--- config.mk ---
export PLATFORM = sky130hd
export DESIGN_NAME = ham74_panel
export DESIGN_NICKNAME = d
export VERILOG_FILES = /design/src/rtl/ham74_pkg.sv /design/src/rtl/ham74_code_core.sv /design/src/rtl/ham74_seg_decode.sv /design/src/rtl/ham74_scan_fsm.sv /design/src/rtl/ham74_panel.sv
export SDC_FILE = /design/constraint.sdc
export NUM_CORES = 1
export LEC_CHECK = 0
export ABC_AREA = 0
export BUFFER_PORTS_ARGS = -buffer_cell sky130_fd_sc_hd__buf_4
export CORE_AREA = 2 2 68 64
export CTS_CLUSTER_SIZE = 16
export DETAILED_ROUTE_END_ITERATION = 8
export DIE_AREA = 0 0 70 66
export PLACE_DENSITY = 0.47
export SYNTH_ARGS = -nofsm -noshare
export SYNTH_HDL_FRONTEND = slang
export SYNTH_SLANG_ARGS = --single-unit
--- constraint.sdc ---
create_clock -name clk -period 4.9 [get_ports clk]
set_clock_uncertainty 0.1 [all_clocks]
set_input_delay 0.245 -clock clk [delete_from_list [all_inputs] [get_ports clk]]
set_output_delay 0.245 -clock clk [all_outputs]
set_load 0.05 [all_outputs]
--- src/rtl/ham74_pkg.sv ---
package ham74_pkg;
    localparam int CW_BITS  = 7;
    localparam int PAR_BITS = 3;
    localparam int SEG_BITS = 7;
    localparam int DIGITS   = 4;
    localparam int SW_BITS  = CW_BITS + 1;

    typedef logic [CW_BITS-1:0]  cw_t;   // cw[k-1] holds position k
    typedef logic [PAR_BITS-1:0] syn_t;
    typedef logic [SEG_BITS-1:0] seg_t;

    typedef enum logic [1:0] {
        SLOT_LIVE  = 2'd0,
        SLOT_IDLE1 = 2'd1,
        SLOT_IDLE2 = 2'd2,
        SLOT_IDLE3 = 2'd3
    } scan_state_e;
endpackage

--- src/rtl/ham74_code_core.sv ---
module ham74_code_core
    import ham74_pkg::*;
(
    input  cw_t  cw,
    input  logic gen_mode,
    output syn_t led_val,
    output syn_t syndrome
);
    syn_t parity;

    // Check j covers every position whose index has bit j set.
    for (genvar j = 0; j < PAR_BITS; j++) begin : g_check
        always_comb begin
            parity[j]   = 1'b0;
            syndrome[j] = 1'b0;
            for (int p = 1; p <= CW_BITS; p++) begin
                if (((p >> j) & 1) == 1) begin
                    syndrome[j] = syndrome[j] ^ cw[p-1];
                    if ((p & (p - 1)) != 0) begin
                        parity[j] = parity[j] ^ cw[p-1];
                    end
                end
            end
        end
    end

    assign led_val = gen_mode ? parity : syndrome;
endmodule

--- src/rtl/ham74_seg_decode.sv ---
module ham74_seg_decode
    import ham74_pkg::*;
(
    input  syn_t digit,
    input  logic blank,
    output seg_t seg_n
);
    seg_t lit;

    always_comb begin
        unique case (digit)
            3'd0: lit = 7'h3F;
            3'd1: lit = 7'h06;
            3'd2: lit = 7'h5B;
            3'd3: lit = 7'h4F;
            3'd4: lit = 7'h66;
            3'd5: lit = 7'h6D;
            3'd6: lit = 7'h7D;
            3'd7: lit = 7'h07;
            default: lit = '0;
        endcase
    end

    assign seg_n = blank ? '1 : ~lit;
endmodule

--- src/rtl/ham74_scan_fsm.sv ---
module ham74_scan_fsm
    import ham74_pkg::*;
#(
    parameter int SLOT_CYCLES = 12500
) (
    input  logic              clk,
    input  logic              rst_n,
    output logic [DIGITS-1:0] an_n
);
    localparam int SLOTS = (SLOT_CYCLES < 1) ? 1 : SLOT_CYCLES;
    localparam int CNT_W = (SLOTS > 1) ? $clog2(SLOTS) : 1;
    localparam logic [CNT_W-1:0] CNT_LAST = CNT_W'(SLOTS - 1);

    logic [CNT_W-1:0] cnt_q;
    logic             tick;
    scan_state_e      state_q, state_d;

    always_ff @(posedge clk or negedge rst_n) begin
        if (!rst_n) begin
            cnt_q <= '0;
        end else if (tick) begin
            cnt_q <= '0;
        end else begin
            cnt_q <= cnt_q + 1'b1;
        end
    end

    assign tick = (cnt_q == CNT_LAST);

    always_ff @(posedge clk or negedge rst_n) begin
        if (!rst_n) begin
            state_q <= SLOT_LIVE;
        end else begin
            state_q <= state_d;
        end
    end

    always_comb begin
        state_d = state_q;
        if (tick) begin
            unique case (state_q)
                SLOT_LIVE:  state_d = SLOT_IDLE1;
                SLOT_IDLE1: state_d = SLOT_IDLE2;
                SLOT_IDLE2: state_d = SLOT_IDLE3;
                SLOT_IDLE3: state_d = SLOT_LIVE;
                default:    state_d = SLOT_LIVE;
            endcase
        end
    end

    always_comb begin
        an_n = '1;
        unique case (state_q)
            SLOT_LIVE:  an_n[0] = 1'b0;
            SLOT_IDLE1: an_n[0] = 1'b1;
            SLOT_IDLE2: an_n[0] = 1'b1;
            SLOT_IDLE3: an_n[0] = 1'b1;
            default:    an_n[0] = 1'b1;
        endcase
    end
endmodule

--- src/rtl/ham74_panel.sv ---
module ham74_panel
    import ham74_pkg::*;
#(
    parameter int CLK_HZ     = 50_000_000,
    parameter int REFRESH_HZ = 1000
) (
    input  logic               clk,
    input  logic               rst_n,
    input  logic [SW_BITS-1:0] sw,
    output logic [PAR_BITS-1:0] led,
    output logic [SEG_BITS-1:0] seg_n,
    output logic [DIGITS-1:0]   an_n
);
    localparam int SLOT_CYCLES = CLK_HZ / (REFRESH_HZ * DIGITS);

    cw_t  cw;
    syn_t syndrome;
    logic gen_mode;

    for (genvar k = 1; k <= CW_BITS; k++) begin : g_map
        assign cw[k-1] = sw[SW_BITS-k];
    end

    assign gen_mode = sw[0];

    ham74_code_core code_i (
        .cw       (cw),
        .gen_mode (gen_mode),
        .led_val  (led),
        .syndrome (syndrome)
    );

    ham74_seg_decode seg_i (
        .digit (syndrome),
        .blank (gen_mode),
        .seg_n (seg_n)
    );

    ham74_scan_fsm #(
        .SLOT_CYCLES (SLOT_CYCLES)
    ) scan_i (
        .clk   (clk),
        .rst_n (rst_n),
        .an_n  (an_n)
    );
endmodule

Yosys cells after proc, flatten, opt, wreduce, memory -nomap -nowiden
Memory sizes are Yosys's and may differ from the RTL's.
Cells that the tools add are included.
{ "word_totals": {"regBits": 16, "romBits": 56, "inputBits": 10, "elab_cells": 31, "memories": 1} }
{ "op_classes": {"addsub": 1, "n_eq_ne": 4, "n_mux": 5, "n_bitwise": 16, "reduce_logical": 2} }
{ "memory_table": {"columns": ["memory", "depth", "width", "rd", "rd_ports_with_merged_regs", "wr", "line", "source"], "rows": [
  ["(no name shown)", 8, 7, 1, 0, 0, "ham74_seg_decode.sv:11", "unique case (digit)"]
]} }
{ "ops": {"columns": ["cell", "n"], "rows": [
  ["1-bit XOR", 15],
  ["14-bit by 1-bit adder with 14-bit output, second input constant", 1],
  ["14-bit == test, second input constant", 1],
  ["14-bit two-way mux", 1],
  ["2-bit case mux with 4 select lines", 1],
  ["7-bit two-way mux", 1],
  ["7-bit inverter", 1],
  ["2-bit == test, second input constant", 2],
  ["3-bit two-way mux", 1],
  ["3-bit OR reduction", 1],
  ["2-bit by 1-bit == test with 1-bit output, second input constant", 1],
  ["2-bit logical NOT", 1],
  ["1-bit case mux with 2 select lines", 1]
]} }

Logic depth before layout (Yosys ltp)
An unclocked memory read counts as a cell.
{ "depth": {"word_depth": 6, "mapped_depth": 7, "depth_no_buf": 7} }

Hierarchy
From an unflattened synthesis, not the netlist that was laid out.
{ "hier_totals": {"hier_cells": 111, "area_unflattened_um2": 1121.1} }
{ "by_module_without_submodules": {"columns": ["mod", "instances", "cells_per_inst", "area_each_um2", "seq_area_each_um2"], "rows": [
  ["ham74_scan_fsm", 1, 77, 815.8, 400.4],
  ["ham74_code_core", 1, 14, 157.7, 0.0],
  ["ham74_seg_decode", 1, 20, 147.6, 0.0]
]} }

Worst setup path after synthesis
No wires, ideal clock.
{ "synth_path": {"path_type": "input -> output", "start": "in sw[1]", "end": "out seg_n[5]", "arrival_ps": 2266, "required_ps": 4555, "setup_slack_ps": 2289, "stages": 6, "n_path_buf": 0, "path_cell_list": "xor2_1 -> xnor2_1 -> xnor2_1 -> inv_1 -> ha_1 -> o21ai_0"} }
{ "synth_via": {"elab_chain_len": 4, "elab_cells_between_ends": 6} }
{ "synth_lines": {"columns": ["item", "line", "source"], "rows": [
  ["start, declared", "ham74_panel.sv:9", "input logic [SW_BITS-1:0] sw,"],
  ["1-bit XOR", "ham74_code_core.sv:18", "syndrome[j] = syndrome[j] ^ cw[p-1];"],
  ["memory 8 x 7 bit *", null, null],
  ["7-bit inverter *", "ham74_seg_decode.sv:24", "assign seg_n = blank ? '1 : ~lit;"],
  ["7-bit two-way mux *", "ham74_seg_decode.sv:24", null],
  ["end, declared", "ham74_panel.sv:11", "output logic [SEG_BITS-1:0] seg_n,"]
]} }
Every way passes the cells marked *; elsewhere a longest branch is shown, timed or not.

Worst setup path in the final report
{ "layout_path": {"start": "in sw[1]", "end": "out seg_n[0]"} }
Same word-level chain as after synthesis.

==> flow_summary_export.csv <==
group,metric,value,unit
yosys,synth_seq_cells,16,
yosys,yosys_warnings,0,
drt,avgViaCountPerCell,4.46,
run_status,status,"completed",
final_layout,area.sequential,400,µm²
clock_network,clk-insertion-delay-late,0.24,ns
worst_hold_path,min_path_type,"primary input to asynchronous set/reset pin",
power_and_ir_drop,power.total,0.372,mW
drt,route.vias.total,834,
sta,totalNegativeSetupSlack,0,ns
yosys,synth_adder_area_share,9.94,%
die,dieHeight,66,µm
clock_network,clock_input_transition_at_the_sequential_cells_of_the_worst_setup_and_hold_paths,0.06,ns
yosys,synthesis.area,0.00113,mm²
clock_network,clk_root_buffer_cell,"clkbuf_8",
yosys,syn_area_per_cell,9.60,µm²
clock_network,cts.repair_timing.setup_buffer_count,0,
drt,drc,0,
final_layout,area_growth_syn_to_layout,20.4,%
yosys,synthMuxAreaShare,0.884,%
final_layout,final_cell_mix,"buf_4 (20), dfrtp_1 (16), xnor2_1 (14), nand2_1 (13), ha_1 (9)",
power_and_ir_drop,p_leak,0.629,nW
global_route,largest_net_degree_at_the_start_of_global_routing,17,
sta,timing_max_transition_violations_final,0,
placed_design,detailed_place_hpwl,1610,µm
die,floorplan.initialDensity,29.0,%
placed_design,io_buffer_count,20,
yosys,synthesis.instances,118,
die,overall_die_area,0.00462,mm²
drt,drt_pass1_iterations,4,
placed_design,placedCellCount,183,
sta,grt_setup_unrepaired,"no",
yosys,post_synth_xor_area_fraction,18.2,%
final_layout,multi_input_comb_area,676,µm²
drt,wirelength,1990,µm
yosys,synth-compound-area-share,8.40,%
job,drv.max_cap_violation_count,0,
placed_design,place_congestion,0.814,
worst_setup_path,path_max_fanout,4,
placed_design,dpl-instance-area,0.00131,mm²
global_route,grt_pass1_vias,850,
final_layout,fillCellCount,403,
clock_network,cts_max_level,1,
yosys,edff_count_synth,0,
yosys,ys_async_sr_fraction,100,%
worst_setup_path,critical_path_arrival,1.84,ns
sta,timing.final.crit_share,44.6,%
global_route,global_route_wire_length_before_repair,3690,µm
die,placementRows,22,
worst_setup_path,crit_path_end_kind,"output pin",
worst_setup_path,worstPathRequired,4.55,ns
die,design.core.area,0.00391,mm²
final_layout,layout_commonest_cell,"buf_4",
sta,worst_pin_slew,0.625,ns
clock_network,cts_inserted_buffers,3,
global_route,antenna_violations_before_repair,0,
clock_network,sinks_on_the_clock_net,16,
power_and_ir_drop,vdd_drop_max,0.175,mV
sta,finish_stage_setup_viols,0,
worst_setup_path,critical_path_class,"primary input to output pin",
final_layout,post_route_cells_drive_above_1_share,18.0,%
yosys,synth-simple-area-share,21.2,%
global_route,grt-ovfl-total,0,
yosys,ys_seq_area_share,35.4,%
yosys,synth_cell_types,33,
global_route,global_route.usage.total,9.79,%
final_layout,n_antenna_cell,0,
drt,detail_route.wl_per_cell,10.7,µm
final_layout,post_layout_nonfiller_instances,187,
yosys,synth_ff_type,"dfrtp_1",
yosys,largest_family_of_logic_cells_by_synthesized_area,"simple AND/OR/NAND/NOR gates",
clock_network,ctsLongestPathBuffers,2,
sta,final-hold-violation-count,0,
die,floorplan.die.width,70,µm
sta,period_minus_slack,2.18,ns
die,design.portCount,24,
clock_network,cts_tree,"yes",
worst_setup_path,crit_path_start_kind,"primary input",
sta,achievable-frequency,458,MHz
drt,drt_first_iter_violations,10,
power_and_ir_drop,p_per_area,272,mW/mm²
drt,route.antenna.remaining_nets,0,
final_layout,final_net_count,160,
final_layout,fin_area,0.00136,mm²
sta,slew_headroom,58.0,%
worst_setup_path,reg2reg_slack,2.78,ns
## repair_timing
item	4_1_cts	5_1_grt
resized for setup	0	0
hold buffers	1	0
hold endpoints to repair	16	0
## metrics by stage
step                hold slack, ns  utilization (%)  setup slack (ns)
global route                 0.315             34.9              2.53
CTS                          0.298             34.9              2.68
global placement            0.0145             33.6              2.75
finish                       0.295             34.9              2.72
floorplan                   -0.151                -              2.29
detailed placement          0.0146             33.6              2.68
## metal layers
layer | share of wire [%] | wire length [µm] | vias to the layer above | GRT usage, %
met3 | 7.1 | 142 | 2 | 2.74
met5 | 0 | 0 | - | 0
met1 | 49 | 969 | 374 | 12.0
li1 | - | - | 433 | -
met2 | 43 | 866 | 25 | 16.4
met4 | 0.80 | 16 | 0 | 3.61
## critical path: stages
cell and delay [ns]:
buf_4 0.12, xor2_1 0.25, xnor2_1 0.15, xnor2_1 0.31, inv_1 0.13, ha_1 0.20, a21oi_1 0.16, nand2_1 0.07
buf_4 0.19
## cells by family (layout without fill, tap and decap cells)
kind of cell | Yosys count | in the layout
muxes | 1 | 1
buffers and inverters | 12 | 31
xor gates and xnor gates | 22 | 22
adders and majority gates | 9 | 9
and+or+nand+nor | 43 | 43
other | 1 | 3
AOI/OAI and AO/OA | 14 | 14
DFF | 16 | 16
## power by group
part           total (mW)  switching [mW]  internal (mW)
sequential          0.132               0          0.132
clock              0.0932          0.0389         0.0543
combinational       0.146          0.0998         0.0464
total               0.372           0.139          0.233
## registers in the layout, indices dropped and copies added (netlist names)
register        count
scan_i.cnt_q       14
scan_i.state_q      2
## path summary, 6_finish.rpt
path	from	to	depth (start not counted)
setup / recovery	sw[1]	seg_n[0]	9
hold / removal	rst_n	scan_i.cnt_q[1]	2
setup reg to reg	scan_i.cnt_q[8]	scan_i.cnt_q[12]	4
max in group asynchronous	rst_n	scan_i.cnt_q[11]	2
min in group clk	scan_i.cnt_q[0]	scan_i.cnt_q[0]	1
hold reg to reg	scan_i.cnt_q[0]	scan_i.cnt_q[0]	1
## cell type report
class	count	share of cell area (%)
flip-flops and latches	16	29.4
repair buffers	21	11.7
well taps	48	4.40
multi-input cells	92	49.5
clock buffers	3	3.03
inverters	7	1.93
## Yosys cell counts, drive strengths merged (2+ instances only)
library cell / number / area [µm²]
nor3: 2 / 10.0
inv: 7 / 26.3
nor2: 8 / 30.0
buf: 4 / 33.8
nor2b: 4 / 25.0
o21ai: 3 / 15.0
xor2: 7 / 61.3
and2: 2 / 12.5
a21o: 2 / 15.0
nand4: 3 / 18.8
xnor2: 14 / 123
and4: 2 / 17.5
ha: 9 / 113
nand2: 13 / 48.8
nand3: 4 / 20.0
a21oi: 3 / 15.0
dfrtp: 16 / 400
No activity file was read; power rests on OpenSTA's default activity.
